--- src/rtl/evt_trim_pkg.sv ---
package evt_trim_pkg;

    typedef enum logic [1:0] {
        ST_IDLE  = 2'd0,
        ST_ARM   = 2'd1,
        ST_TRACK = 2'd2
    } trk_state_t;

    typedef enum logic [1:0] {
        ADJ_HOLD = 2'd0,
        ADJ_UP   = 2'd1,
        ADJ_DOWN = 2'd2
    } trim_adj_t;

endpackage

--- src/rtl/evt_edge_sync.sv ---
module evt_edge_sync #(
    parameter int STAGES = 2
) (
    input  logic clk,
    input  logic rst_n,
    input  logic async_in,
    output logic rise
);
    logic [STAGES-1:0] chain_q;
    logic              last_q;

    generate
        for (genvar g = 0; g < STAGES; g++) begin : g_stage
            if (g == 0) begin : g_first
                always_ff @(posedge clk or negedge rst_n) begin
                    if (!rst_n) chain_q[0] <= 1'b0;
                    else        chain_q[0] <= async_in;
                end
            end else begin : g_next
                always_ff @(posedge clk or negedge rst_n) begin
                    if (!rst_n) chain_q[g] <= 1'b0;
                    else        chain_q[g] <= chain_q[g-1];
                end
            end
        end
    endgenerate

    always_ff @(posedge clk or negedge rst_n) begin
        if (!rst_n) last_q <= 1'b0;
        else        last_q <= chain_q[STAGES-1];
    end

    assign rise = chain_q[STAGES-1] & ~last_q;

    AST_RISE_SINGLE: assert property (@(posedge clk) disable iff (!rst_n)
        rise |=> !rise);

endmodule

--- src/rtl/free_run_ctr.sv ---
module free_run_ctr #(
    parameter int W = 16
) (
    input  logic         clk,
    input  logic         rst_n,
    output logic [W-1:0] count
);
    always_ff @(posedge clk or negedge rst_n) begin
        if (!rst_n) count <= '0;
        else        count <= count + 1'b1;
    end
endmodule

--- src/rtl/trim_decide.sv ---
module trim_decide
    import evt_trim_pkg::*;
#(
    parameter int CNT_W  = 16,
    parameter int TRIM_W = 6
) (
    input  logic [CNT_W-1:0]  period,
    input  logic [CNT_W-1:0]  expected,
    input  logic [CNT_W-1:0]  margin,
    input  logic [TRIM_W-1:0] trim_cur,
    output trim_adj_t         adj,
    output logic [TRIM_W-1:0] trim_next
);
    localparam int EXT_W = CNT_W + 2;
    localparam logic [TRIM_W-1:0] TRIM_MAX = '1;

    logic signed [EXT_W-1:0] per_x;
    logic signed [EXT_W-1:0] hi_x;
    logic signed [EXT_W-1:0] lo_x;
    logic                    too_long;
    logic                    too_short;

    always_comb begin
        per_x     = $signed({2'b00, period});
        hi_x      = $signed({2'b00, expected}) + $signed({2'b00, margin});
        lo_x      = $signed({2'b00, expected}) - $signed({2'b00, margin});
        too_long  = per_x > hi_x;
        too_short = per_x < lo_x;
        if (too_long)       adj = ADJ_DOWN;
        else if (too_short) adj = ADJ_UP;
        else                adj = ADJ_HOLD;
        AST_BAND_EXCLUSIVE: assert (!(too_long && too_short));
    end

    always_comb begin
        trim_next = trim_cur;
        unique case (adj)
            ADJ_DOWN: trim_next = (trim_cur == '0) ? trim_cur : trim_cur - 1'b1;
            ADJ_UP:   trim_next = (trim_cur == TRIM_MAX) ? trim_cur : trim_cur + 1'b1;
            default:  trim_next = trim_cur;
        endcase
    end
endmodule

--- src/rtl/evt_period_trim.sv ---
module evt_period_trim
    import evt_trim_pkg::*;
#(
    parameter int CNT_W       = 16,
    parameter int TRIM_W      = 6,
    parameter int SYNC_STAGES = 2,
    parameter int TRIM_INIT   = 32
) (
    input  logic              clk,
    input  logic              rst_n,
    input  logic              enable,
    input  logic              event_in,
    input  logic [CNT_W-1:0]  expected_period,
    input  logic [CNT_W-1:0]  margin,
    output logic [TRIM_W-1:0] trim_code,
    output logic [CNT_W-1:0]  period_out,
    output logic              period_valid
);
    localparam logic [TRIM_W-1:0] TRIM_MAX   = '1;
    localparam logic [TRIM_W-1:0] TRIM_RESET = TRIM_W'(TRIM_INIT);

    trk_state_t        state_q, state_d;
    logic              cap;
    logic [CNT_W-1:0]  count;
    logic [CNT_W-1:0]  prev_q;
    logic [CNT_W-1:0]  meas;
    logic [CNT_W-1:0]  period_q;
    logic              valid_q;
    logic [TRIM_W-1:0] trim_q;
    logic [TRIM_W-1:0] trim_nxt;
    trim_adj_t         adj;

    evt_edge_sync #(.STAGES(SYNC_STAGES)) u_sync (
        .clk(clk), .rst_n(rst_n), .async_in(event_in), .rise(cap)
    );

    free_run_ctr #(.W(CNT_W)) u_ctr (
        .clk(clk), .rst_n(rst_n), .count(count)
    );

    assign meas = count - prev_q;

    trim_decide #(.CNT_W(CNT_W), .TRIM_W(TRIM_W)) u_dec (
        .period(meas), .expected(expected_period), .margin(margin),
        .trim_cur(trim_q), .adj(adj), .trim_next(trim_nxt)
    );

    // next-state logic
    always_comb begin
        state_d = state_q;
        unique case (state_q)
            ST_IDLE:  state_d = !enable ? ST_IDLE : (cap ? ST_TRACK : ST_ARM);
            ST_ARM:   state_d = !enable ? ST_IDLE : (cap ? ST_TRACK : ST_ARM);
            ST_TRACK: state_d = !enable ? ST_IDLE : ST_TRACK;
            default:  state_d = ST_IDLE;
        endcase
    end

    // state register
    always_ff @(posedge clk or negedge rst_n) begin
        if (!rst_n) state_q <= ST_IDLE;
        else        state_q <= state_d;
    end

    // datapath / outputs
    always_ff @(posedge clk or negedge rst_n) begin
        if (!rst_n) begin
            prev_q   <= '0;
            period_q <= '0;
            valid_q  <= 1'b0;
            trim_q   <= TRIM_RESET;
        end else begin
            valid_q <= 1'b0;
            if (enable && cap) begin
                unique case (state_q)
                    ST_IDLE, ST_ARM: begin
                        prev_q <= count;
                    end
                    ST_TRACK: begin
                        prev_q   <= count;
                        period_q <= meas;
                        valid_q  <= 1'b1;
                        trim_q   <= trim_nxt;
                    end
                    default: prev_q <= count;
                endcase
            end
        end
    end

    assign trim_code    = trim_q;
    assign period_out   = period_q;
    assign period_valid = valid_q;

    AST_TRIM_WITH_STROBE: assert property (@(posedge clk) disable iff (!rst_n)
        (trim_q != $past(trim_q)) |-> valid_q);
    AST_QUIET_WHEN_OFF: assert property (@(posedge clk) disable iff (!rst_n)
        !$past(enable) |-> !valid_q);
    AST_PERIOD_HOLD: assert property (@(posedge clk) disable iff (!rst_n)
        !valid_q |-> $stable(period_q));
    AST_NO_WRAP_HIGH: assert property (@(posedge clk) disable iff (!rst_n)
        (trim_q == TRIM_MAX) |=> (trim_q != '0));
    AST_NO_WRAP_LOW: assert property (@(posedge clk) disable iff (!rst_n)
        (trim_q == '0) |=> (trim_q != TRIM_MAX));
    AST_FIRST_NO_STROBE: assert property (@(posedge clk) disable iff (!rst_n)
        (state_q != ST_TRACK) |=> !valid_q);

endmodule

--- config.mk ---
export PLATFORM = sky130hd
export DESIGN_NAME = evt_period_trim
export DESIGN_NICKNAME = d
export VERILOG_FILES = /design/src/rtl/evt_trim_pkg.sv /design/src/rtl/evt_edge_sync.sv /design/src/rtl/free_run_ctr.sv /design/src/rtl/trim_decide.sv /design/src/rtl/evt_period_trim.sv
export SDC_FILE = /design/constraint.sdc
export NUM_CORES = 1
export LEC_CHECK = 0
export CORE_ASPECT_RATIO = 1.5
export CORE_MARGIN = 1.5
export CORE_UTILIZATION = 65
export CTS_CLUSTER_SIZE = 28
export DETAILED_ROUTE_END_ITERATION = 6
export DONT_BUFFER_PORTS = 1
export HOLD_SLACK_MARGIN = 0.1
export PLACE_DENSITY = 0.9
export SETUP_SLACK_MARGIN = 0.1
export SLEW_MARGIN = 10
export SYNTH_ARGS = -nofsm -noshare
export SYNTH_HDL_FRONTEND = slang
export SYNTH_SLANG_ARGS = --single-unit
--- constraint.sdc ---
create_clock -name clk -period 12.1 [get_ports clk]
set_clock_uncertainty 0.05 [all_clocks]
set_input_delay 1.21 -clock clk [delete_from_list [all_inputs] [get_ports clk]]
set_output_delay 1.21 -clock clk [all_outputs]
set_load 0.01 [all_outputs]
# --- Word level (Yosys, flattened, before mapping) ---
# Cells that the tools add are included.
word_totals:
  input_bits: 36
  out_inout_bits: 23
  wordCells: 44
  register_bits: 60
classes:
  n_reduce_logical: 7
  n_addsub: 6
  bitwise_logic: 2
  order_cmp: 2
  n_eq_ne: 7
  n_mux: 11
op_table:
  columns: ["op", "n"]
  rows:
  - ["> comparator 17 x 18 -> 1 bit", 1]
  - ["< comparator 17 x 18 -> 1 bit", 1]
  - ["adder 16 x 16 -> 17 bit", 1]
  - ["subtractor 16 x 16 -> 17 bit", 1]
  - ["adder 16 x 1 -> 16 bit (second input constant)", 1]
  - ["subtractor 16 bit", 1]
  - ["two-way mux 6 bit", 2]
  - ["one-hot mux 6 bit (2 select lines)", 1]
  - ["two-way mux 2 bit", 4]
  - ["adder 6 x 1 -> 6 bit (second input constant)", 1]
  - ["== test 6 bit (second input constant)", 1]
  - ["logical NOT 6 bit", 1]
  - ["subtractor 6 x 1 -> 6 bit (second input constant)", 1]
  - ["AND reduction 5 bit", 1]
  - ["== test 2 x 1 -> 1 bit (second input constant)", 2]
  - ["== test 2 bit (second input constant)", 2]
  - ["!= test 2 bit (second input constant)", 2]
  - ["one-hot mux 2 bit (2 select lines)", 1]
  - ["two-way mux 1 bit", 3]
  - ["logical NOT 2 bit", 1]
  - ["AND reduction 2 bit", 1]
  - ["nonzero test 2 bit", 1]
  - ["OR reduction 2 bit", 1]
  - ["bitwise AND 1 bit", 1]
  - ["other kinds (2)", 2]

# --- Longest topological paths before layout ---
# Gate-level depths: netlist (run 1).
depth:
  depth_word: 7
  ltp_mapped: 29
  depth_no_buf: 28

# --- By module ---
# Synthesis (run 1) repeated with hierarchy kept, for this count alone.
hier_totals:
  cells_unflattened: 650
  area_unflattened_um2: 5684.2
modules_own_cells:
  columns: ["module", "cells_each", "n_inst", "area_each_um2"]
  rows:
  - ["trim_decide", 352, 1, 2586.2]
  - ["evt_period_trim", 237, 1, 2307.2]
  - ["free_run_ctr", 57, 1, 701.9]
  - ["evt_edge_sync", 4, 1, 88.8]

# --- Worst setup path before layout (run 1) ---
# Ideal clock, no wire load.
synth_path:
  path_kind: "input to register"
  start: "input port expected_period[0]"
  end: "register trim_q[5], in the netlist trim_code[5]"
  setup_time_ns: 0.067
  cell_stages: 28
  required_time_ns: 11.983
  setup_slack_ns: 5.895
  arrival_time_ns: 6.088
  path_cell_list: "inv_1 -> ha_1 -> fa_1 -> nor2b_1 -> o211ai_1 -> a21oi_1 -> nor2_1 -> o21ai_0 -> xnor2_1 -> ha_1 -> o2111ai_1 -> a21oi_1 -> a211o_1 -> maj3_1 -> maj3_1 -> o2111a_1 -> a211oi_1 -> inv_1 -> ha_1 -> a21o_1 -> a21oi_1 -> nor2b_1 -> o21ai_0 -> nand2b_1 -> inv_1 -> nand2_1 -> mux2_2 -> nand4b_1"
synth_between:
  elab_chain_len: 7
  word_cells_on_any_way: 13
  classes_between: "2 x add/sub; 2 x order compare; 4 x eq/ne; 3 x mux; 2 x reduce/logical"
synth_rtl:
  columns: ["item", "line_no", "text"]
  rows:
  - ["start, declared", "evt_period_trim.sv:13", "input logic [CNT_W-1:0] expected_period,"]
  - ["subtractor 16 x 16 -> 17 bit", "trim_decide.sv:26", "lo_x = $signed({2'b00, expected}) - $signed({2'b00, margin});"]
  - ["< comparator 17 x 18 -> 1 bit", "trim_decide.sv:28", "too_short = per_x < lo_x;"]
  - ["two-way mux 1 bit", "trim_decide.sv:30", "else if (too_short) adj = ADJ_UP;"]
  - ["two-way mux 2 bit *", "trim_decide.sv:29", "if (too_long) adj = ADJ_DOWN;"]
  - ["== test 2 x 1 -> 1 bit / == test 2 bit (equally long branches)", "trim_decide.sv:37", "unique case (adj)"]
  - ["!= test 2 bit (no source line) / nonzero test 2 bit (equally long branches)", null, null]
  - ["AND reduction 5 bit (no source line)", null, null]
  - ["end signal, assigned", "evt_period_trim.sv:83", "trim_q <= trim_nxt;"]
  - ["end, declared", "evt_period_trim.sv:29", "logic [TRIM_W-1:0] trim_q;"]
# Mark *: on every way between the ends. The rest lies on a longest branch, timed or not.
# A chain may end at the register's enable or synchronous reset.

# --- Final worst setup path (run 1) ---
# Same ends and word-level chain as after synthesis.

==> metrics.md, run 1 <==
| Metric | Value |
|---|---|
| Outcome | complete, no violations |
| Syn-to-layout area delta | 6.59% |
| Distinct cells, synth | 67 |
| CTS tree | built |
| Syn Std Cell Area | 5680 um2 |
| Unrepaired setup endpoints after global routing | no |
| Tcrit/Tclk final | 55.0% |
| DRC Markers | 0 |
| Placed Area | 5700 um2 |
| EDFF count, synth | 0 |
| Asr flop ratio synth | 100% |
| Post-route insts no fill | 747 |
| 1st-iter DRT viols | 320 |
| Total routed wirelength | 13100 um |
| Slew margin rel. | 30.9% |
| Share of cells above drive strength 1 | 8.59% |
| WS Path Type | input pin to register |
| CTS H-tree lvls | 3 |
| Fmax | 0.150 GHz |
| Placer congestion estimate | 0.956 |
| Clk root buf | clkbuf_16 |
| Worst Path Required | 12.31 ns |
| DR WL/cell | 17.6 um |
| Clock Latency Late Sink | 0.33 ns |
| Placed wire-length estimate | 9840 um |
| Via Count | 4664 |
| Die Wd | 79.3 um |
| Core ar. | 8460 um2 |
| Synthesized flop and latch total | 60 |
| I/O Pins | 59 |
| Initial Util | 67.1% |
| WP data arrival | 6.87 ns |
| First-pass GRT wire length | 22000 um |
| Vias per Instance | 6.24 |
| DRT Pass-1 Iters | 4 |
| Class of the worst hold path | register to register |
| Total negative slack | 0 ns |
| Slowest cell on the critical path | a211oi_1 |
| CP Launch Type | input pin |
| Number of global-route vias before repair | 4876 |
| Leakage power | 0.00292 uW |
| Total Routing Usage GR | 29.9% |
| Gate Count Post-Synth | 644 |
| Syn_nets | 759 |
| Die Ht | 117 um |
| Total Nets Final | 750 |
| Placed Cells | 731 |
| Ys Warns | 0 |
| Post-synthesis sequential area ratio | 26.5% |
| Post-CTS setup buffers | 0 |
| Avg Inst Size Synth | 8.81 um2 |
| Resized Gates After CTS | 0 |
| Pin count of the biggest net entering global routing | 61 |
| Actual slew at the worst max-slew pin | 1.01 ns |
| Power density cells | 142 nW/um2 |
| Pins Over Slew Limit | 0 |
| DIE AREA | 9310 um2 |
| Row count | 41 |
| Clock buffer depth | 2 |
| Post-route cell area | 6050 um2 |
| Critical Path Sink Type | register |
| Clock sink count | 60 |
| Worst Path Max Fanout | 6 |
| Worst VDD drop | 0.110 mV |
| CTS clk-pin slew, worst paths | 0.05 ns |
| Ys flop type | dfrtp_1 |
| Remaining antenna violation count | 0 |
| Count of final setup violators | 0 |
| FILL cells | 608 |
| # hold bufs at CTS | 0 |
| Max-Cap Viols | 0 |
| CP max stage delay | 0.45 ns |
| # diodes | 0 |
| Initial antenna violation count | 0 |
| Hold Fails Final Rpt | 0 |
| Port bufs | 0 |
| Total clock buffers created by CTS | 9 |
| Minimum clock period | 6.66 ns |
| GR Overflow Total | 0 |
## worst max-delay path, delay by kind of cell
family / cells / cell delay [ns]
compound gates: 11 / 2.27
simple gates: 6 / 0.60
xor+xnor: 1 / 0.15
buf+inv: 3 / 0.38
mux: 1 / 0.27
fa+ha+maj: 6 / 1.95
## per-stage QoR
step           setup slack (ns)  hold WS [ns]  utilization [%]  total power, uW
6_report                   5.44         0.294             71.5              861
5_1_grt                    5.06         0.311             71.5              907
3_3_place_gp               5.60         0.286             67.3              536
4_1_cts                    5.51         0.298             71.5              862
3_5_place_dp               5.34         0.286             67.3              553
2_1_floorplan              5.90         0.281                -              491
## final cells by class
cell class | instances | area, um2 | share of cell area, %
multi-input combinational | 513 | 3870 | 64.0
sequential | 60 | 1500 | 24.8
clock buffer | 12 | 256 | 4.24
inverter | 51 | 191 | 3.16
tap | 107 | 134 | 2.21
clock inverter | 4 | 95.1 | 1.57
## sequential cells by signal, indices dropped and copies added, names as in the netlist
name / count
prev_q: 16
u_ctr.count: 16
u_sync.chain_q: 2
period_valid: 1
trim_code: 6
state_q: 2
period_out: 16
u_sync.last_q: 1
## worst paths after layout
path | from | end | slack, ns | depth (start not counted)
max in group asynchronous | rst_n | trim_code[5]$_DFFE_PN1P_ | 11.28 | 0
min | u_sync.chain_q[0]$_DFF_PN0_ | u_sync.chain_q[1]$_DFF_PN0_ | 0.29 | 0
min in group asynchronous | rst_n | period_out[13]$_DFFE_PN0P_ | 0.52 | 0
min reg2reg | u_sync.chain_q[0]$_DFF_PN0_ | u_sync.chain_q[1]$_DFF_PN0_ | 0.29 | 0
max reg2reg | u_ctr.count[0]$_DFF_PN0_ | trim_code[5]$_DFFE_PN1P_ | 5.56 | 28
max | expected_period[0] | trim_code[5]$_DFFE_PN1P_ | 5.44 | 28
## cells in the mapped netlist, drive strengths merged (5+ instances only)
library cell  count  area share, %
xnor2            40            6.2
o21bai            5           0.66
o21a             11            1.5
clkbuf            8           0.53
dfrtp            59             26
mux2             19            4.0
nand3            12            1.1
buf              12            1.4
o2111ai           6            1.0
and3              9           0.99
ha               75             17
inv              51            3.4
nor2             46            3.0
xor2             19            2.9
nand4             7           0.77
nor4              5           0.55
nor3             12            1.1
or2               6           0.66
o21ai            31            2.7
a21oi            43            3.9
a21o             12            1.6
nand2b            7           0.77
nor2b            15            1.7
nand2            71            4.8
## power breakdown
part,switching (uW),internal (uW)
logic,171,135
registers,36.0,223
clock network,83.7,212
## cells by family (layout without fill, tap and decap cells)
kind of cell	after synthesis	count (layout)	synth area share, %
compound gates	145	145	18.1
xor+xnor	62	62	10.3
simple gates	203	203	17.0
mux	21	21	4.32
flops	60	60	26.5
fa+ha+maj	82	82	18.5
buf+inv	71	67	5.34
## cells in the final DEF (no fill, tap or decap), types with 7 or more instances in the layout
cell type	count
dfrtp_1	59
a21o_1	12
mux2_2	16
a21oi_1	42
clkbuf_16	9
o21ai_0	28
nor3_1	12
o21a_1	11
nor2b_1	15
and3_1	9
nand2_1	69
xor2_1	19
nand3_1	12
nand4_1	7
nand2b_1	7
xnor2_1	40
inv_1	49
ha_1	75
nor2_1	46
## per-layer routing
| metal | GRT usage [%] | part of all wire, % | vias up |
|---|---|---|---|
| li1 | - | - | 2236 |
| met1 | 30.5 | 37 | 2224 |
| met2 | 53.3 | 52 | 141 |
| met3 | 6.23 | 5.0 | 63 |
| met4 | 19.8 | 6.1 | 0 |
| met5 | 0 | 0 | - |
No activity file was read; power rests on OpenSTA's default activity.
==> run 2, diff against run 1 <==
--- a/config.mk
+++ b/config.mk
@@ -7,12 +7,12 @@
 export LEC_CHECK = 0
 export CORE_ASPECT_RATIO = 1.5
 export CORE_MARGIN = 1.5
-export CORE_UTILIZATION = 65
+export CORE_UTILIZATION = 59
 export CTS_CLUSTER_SIZE = 28
 export DETAILED_ROUTE_END_ITERATION = 6
 export DONT_BUFFER_PORTS = 1
 export HOLD_SLACK_MARGIN = 0.1
-export PLACE_DENSITY = 0.9
+export PLACE_DENSITY = 0.87
 export SETUP_SLACK_MARGIN = 0.1
 export SLEW_MARGIN = 10
 export SYNTH_ARGS = -nofsm -noshare
==> constraint.sdc (replaced) <==
create_clock -name clk -period 5.82 [get_ports clk]
set_clock_uncertainty 0.05 [all_clocks]
set_input_delay 0.582 -clock clk [delete_from_list [all_inputs] [get_ports clk]]
set_output_delay 0.582 -clock clk [all_outputs]
set_load 0.01 [all_outputs]
==> metrics.md, run 2 (synthesis gave the netlist of run 1 again) <==
| Metric | Value |
|---|---|
| I/O Pins | 59 |
| Clock sink count | 60 |
| Share of cells above drive strength 1 | 14.0% |
| Max-Cap Viols | 0 |
| Total routed wirelength | 13800 um |
| Combinational share of power | 39.9% |
| Slowest cell on the critical path | dfrtp_1 |
| Worst path most repeated cell | inv_2 |
| Die Wd | 83.1 um |
| Critical Path Sink Type | register |
| Sequential Power Share | 29.9% |
| # diodes | 0 |
| Pin count of the biggest net entering global routing | 61 |
| DR WL/cell | 18.0 um |
| CP max stage delay | 0.41 ns |
| DRT Pass-1 Iters | 5 |
| WP data arrival | 5.84 ns |
| Fmax | 0.178 GHz |
| Initial antenna violation count | 0 |
| Total Nets Final | 770 |
| Actual slew at the worst max-slew pin | 0.797 ns |
| M1 wire length | 5010 um |
| Class of the worst hold path | input pin to register |
| Via Count | 4963 |
| Total clock buffers created by CTS | 9 |
| Remaining antenna violation count | 0 |
| Wire length on met3 | 809 um |
| Number of global-route vias before repair | 4834 |
| Max layer used | met4 |
| DRC Markers | 0 |
| CTS clk-pin slew, worst paths | 0.05 ns |
| Port bufs | 0 |
| Tot Pwr | 1810 uW |
| Clock buffer depth | 2 |
| Row count | 43 |
| Count of final setup violators | 0 |
| Total Routing Usage GR | 25.8% |
| DIE AREA | 10200 um2 |
| Leakage power | 0.00303 uW |
| Clock Latency Late Sink | 0.33 ns |
| Minimum clock period | 5.63 ns |
| Met2 Wirelength | 7190 um |
| Vias per Instance | 6.44 |
| GR Overflow Total | 0 |
| WS Path Type | register to register |
| Clk network pwr share | 30.3% |
| 1st-iter DRT viols | 369 |
| Final core utilization | 67.4% |
| Unrepaired setup endpoints after global routing | no |
| Tcrit/Tclk final | 96.7% |
| CTS H-tree lvls | 3 |
| Power Internal | 1160 uW |
| Worst VDD drop | 0.199 mV |
| Clk root buf | clkbuf_16 |
| Post-route insts no fill | 771 |
| Die Ht | 123 um |
| Most common cell after layout, fill and taps aside | ha_1 |
| CTS tree | built |
| Outcome | complete, no violations |
| Hold Fails Final Rpt | 0 |
| Placer congestion estimate | 0.977 |
| Most frequent cells in the layout | ha_1 (74), nand2_1 (69), dfrtp_1 (58) |
| Switching Share | 35.9% |
| First-pass GRT wire length | 21500 um |
| Total negative slack | 0 ns |
| Total net switching power | 650 uW |
| Power density cells | 288 nW/um2 |
| Placed Cells | 744 |
| Syn-to-layout area delta | 10.6% |
| Initial Util | 61.0% |
| Slew margin rel. | 46.5% |
| Worst Path Required | 6.03 ns |
| CP Launch Type | register |
| Core ar. | 9310 um2 |
| Pins Over Slew Limit | 0 |
| Worst Path Max Fanout | 5 |
| Placed wire-length estimate | 9840 um |
==> run 2: changes by cell type in the layout (fill, tap and decap cells not counted), sizes merged <==
cell and change:
bufinv -1, clkinv +1, buf +19, dlygate4sd3 +1, clkbuf -2, clkinvlp +1
==> run 2: metal layers <==
| metal | global-route usage (%) | vias to the layer above |
|---|---|---|
| li1 | - | 2280 |
| met1 | 27.6 | 2354 |
| met2 | 47.5 | 242 |
| met3 | 3.81 | 87 |
| met4 | 16.4 | 0 |
| met5 | 0 | - |
==> run 2: cell type report <==
type / count / area (um2)
multi-input combinational: 513 / 3960
fill: 681 / 3030
sequential: 60 / 1500
clock buffer: 10 / 229
inverter: 51 / 191
timing repair buffer: 20 / 173
tap: 112 / 140
clock inverter: 5 / 77.6
==> run 2: repair_timing <==
action                                 4_1_cts  5_1_grt
pin swaps                                    1       13
endpoints found under the hold margin       60        0
setup buffers                                0       10
hold buffers                                 2        0
resized for setup                            7       17
setup endpoints to repair                    2        2
==> run 2: worst paths after layout <==
path	from	end	slack, ns	cells past startpoint
setup / recovery	u_ctr.count[0]$_DFF_PN0_	trim_code[5]$_DFFE_PN1P_	0.19	28
hold / removal	event_in	u_sync.chain_q[0]$_DFF_PN0_	0.24	0
setup reg to reg	u_ctr.count[0]$_DFF_PN0_	trim_code[5]$_DFFE_PN1P_	0.19	28
hold reg to reg	u_sync.chain_q[0]$_DFF_PN0_	u_sync.chain_q[1]$_DFF_PN0_	0.30	0
max in group asynchronous	rst_n	trim_code[5]$_DFFE_PN1P_	4.70	2
min in group asynchronous	rst_n	trim_code[1]$_DFFE_PN0P_	0.71	2
==> run 2: stage by stage <==
stage / hold slack, ns / instance area [um2] / setup slack [ns]
after detailed placement: 0.237 / 5760 / -0.159
after CTS: 0.223 / 6140 / 0.100
after floorplan: 0.236 / 5680 / 0.243
after global placement: 0.237 / 5760 / 0.110
after global routing: 0.224 / 6280 / 0.0205
final: 0.237 / 6280 / 0.192
==> run 2: power groups by stage <==
stage / sequential [uW] / combinational, uW / clock, uW
2_1_floorplan: 524 / 497 / 0
3_3_place_gp: 538 / 584 / 0
3_5_place_dp: 542 / 618 / 0
4_1_cts: 536 / 648 / 556
5_1_grt: 545 / 784 / 572
6_report: 541 / 722 / 548
==> run 2: critical path, delay by kind of cell, from the launching register on <==
family | cells | cell delay [ns]
XOR/XNOR | 1 | 0.15
flip-flops | 1 | 0.41
AND/OR/NAND/NOR | 5 | 0.54
buffers and inverters | 4 | 0.34
AO/OA/AOI/OAI | 11 | 2.02
adder cells (fa/ha/maj) | 6 | 1.77
multiplexers | 1 | 0.27
==> run 3, diff against run 2 <==
--- a/config.mk
+++ b/config.mk
@@ -7,12 +7,12 @@
 export LEC_CHECK = 0
 export CORE_ASPECT_RATIO = 1.5
 export CORE_MARGIN = 1.5
-export CORE_UTILIZATION = 59
+export CORE_UTILIZATION = 50
 export CTS_CLUSTER_SIZE = 28
 export DETAILED_ROUTE_END_ITERATION = 6
 export DONT_BUFFER_PORTS = 1
 export HOLD_SLACK_MARGIN = 0.1
-export PLACE_DENSITY = 0.87
+export PLACE_DENSITY = 0.77
 export SETUP_SLACK_MARGIN = 0.1
 export SLEW_MARGIN = 10
 export SYNTH_ARGS = -nofsm -noshare
==> metrics.md, run 3 (synthesis gave the netlist of run 1 again) <==
| Metric | Value |
|---|---|
| CP Launch Type | register |
| Pins Over Slew Limit | 0 |
| Class of the worst hold path | input pin to register |
| Total clock buffers created by CTS | 9 |
| Count of final setup violators | 0 |
| 1st-iter DRT viols | 340 |
| Worst Path Max Fanout | 4 |
| DR WL/cell | 15.4 um |
| Most frequent cells in the layout | ha_1 (73), nand2_1 (69), dfrtp_1 (59) |
| Die Wd | 90.0 um |
| Power density cells | 291 nW/um2 |
| Worst r2r src | u_ctr.count[0]$_DFF_PN0_ |
| Clock sink count | 60 |
| I/O Pins | 59 |
| CTS H-tree lvls | 3 |
| Placed Area | 5830 um2 |
| Number of global-route vias before repair | 4587 |
| Placed wire-length estimate | 9480 um |
| R2R cell count | 27 |
| Remaining antenna violation count | 0 |
| Worst reg2reg setup slack | 0.28 ns |
| First-pass GRT wire length | 20800 um |
| Clock Latency Late Sink | 0.33 ns |
| WP data arrival | 5.76 ns |
| GR Overflow Total | 0 |
| Core ar. | 11100 um2 |
| Slowest cell on the critical path | dfrtp_1 |
| Pin count of the biggest net entering global routing | 61 |
| Clock buffer depth | 2 |
| CP Buf/Inv Count | 4 |
| Hold Fails Final Rpt | 0 |
| Actual slew at the worst max-slew pin | 0.813 ns |
| CP max stage delay | 0.40 ns |
| Initial antenna violation count | 0 |
| Total routed wirelength | 12500 um |
| Clk root buf | clkbuf_16 |
| Total Nets Final | 775 |
| DRC Markers | 0 |
| Die Ht | 133 um |
| Total Routing Usage GR | 21.0% |
| Tcrit/Tclk final | 95.1% |
| FILL cells | 1002 |
| CP Launch Point | u_ctr.count[0]$_DFF_PN0_ |
| CTS clk-pin slew, worst paths | 0.06 ns |
| Fmax | 0.181 GHz |
| CP top delay family | compound AO/OA/AOI/OAI gates |
| Slew margin rel. | 45.7% |
| Syn-to-layout area delta | 12.4% |
| Most common cell after layout, fill and taps aside | ha_1 |
| Worst Path Required | 6.04 ns |
| Via Count | 4657 |
| Worst Setup EP | trim_code[5]$_DFFE_PN1P_ |
| Minimum clock period | 5.54 ns |
| DIE AREA | 12000 um2 |
| Placer congestion estimate | 0.835 |
| WS Path Type | register to register |
| DRT Pass-1 Iters | 4 |
| Outcome | complete, no violations |
| Final core utilization | 57.7% |
| Unrepaired setup endpoints after global routing | no |
| Reg-to-reg endpoint | trim_code[5]$_DFFE_PN1P_ |
| Leakage power | 0.00306 uW |
| Critical Path Stages | 27 |
| CTS tree | built |
| Port bufs | 0 |
| Post-route cell area | 6380 um2 |
| # diodes | 0 |
| Initial Util | 51.3% |
| Row count | 47 |
| Worst VDD drop | 0.278 mV |
| Vias per Instance | 5.74 |
| Max-Cap Viols | 0 |
| Critical Path Sink Type | register |
| Share of cells above drive strength 1 | 14.4% |
[run 3: cell count changes in the layout (fill, tap and decap cells not counted), moves of 2 or more]
cell,delta
xnor2_1,+2
xnor2_2,-2
buf_4,+5
clkinv_2,-2
clkinv_4,+2
maj3_2,+2
inv_2,-2
inv_1,+2
maj3_1,-2
[run 3: final cells by class]
cell class,instances,area (um2),area share [%]
Multi-Input combinational cell,513,3940,61.8
Timing Repair Buffer,25,210,3.29
Tap cell,147,184,2.88
Sequential cell,60,1500,23.5
Clock buffer,9,225,3.53
Inverter,51,191,3.00
Clock inverter,7,124,1.94
[run 3: how the worst min path moves through the flow]
| stage | depth (start not counted) | end | slack, ns | startpoint |
|---|---|---|---|---|
| global placement | 0 | u_ctr.count[15]$_DFF_PN0_ | 0.24 | rst_n |
| floorplan | 0 | period_out[0]$_DFFE_PN0P_ | 0.24 | rst_n |
| CTS | 0 | u_sync.chain_q[0]$_DFF_PN0_ | 0.22 | event_in |
| global route | 0 | u_sync.chain_q[0]$_DFF_PN0_ | 0.21 | event_in |
| finish | 0 | u_sync.chain_q[0]$_DFF_PN0_ | 0.23 | event_in |
| detailed placement | 0 | u_ctr.count[13]$_DFF_PN0_ | 0.24 | rst_n |
[run 3: per-stage QoR]
step           hold slack [ns]  instances  power (uW)  worst slack (ns)  TNS [ns]
5_1_grt                  0.215        812        1960            0.0123         0
3_3_place_gp             0.240        782        1130            0.0992         0
2_1_floorplan            0.236        644        1020             0.243         0
4_1_cts                  0.220        800        1810             0.145         0
3_5_place_dp             0.240        782        1160            -0.106    -0.106
6_report                 0.231        812        1850             0.284         0
[run 3: power breakdown]
part	switching, uW	total [uW]	internal, uW
registers	69.6	534	464
clock network	198	619	421
logic	365	702	337
[run 3: what timing repair did]
action	CTS	global route
pin swaps	2	16
resized for setup	4	16
hold buffers	2	0
setup buffers	0	12
endpoints found under the setup margin	2	2
hold endpoints to repair	60	0
gates cloned	0	0
[run 3: layer usage]
| layer | wire length, um | track usage [%] | up-vias | share of wire, % |
|---|---|---|---|---|
| li1 | - | - | 2281 | - |
| met1 | 5060 | 23.7 | 2241 | 40 |
| met2 | 6660 | 39.2 | 112 | 53 |
| met3 | 560 | 4.91 | 23 | 4.5 |
| met4 | 245 | 5.47 | 0 | 2.0 |
| met5 | 0 | 0 | - | 0 |
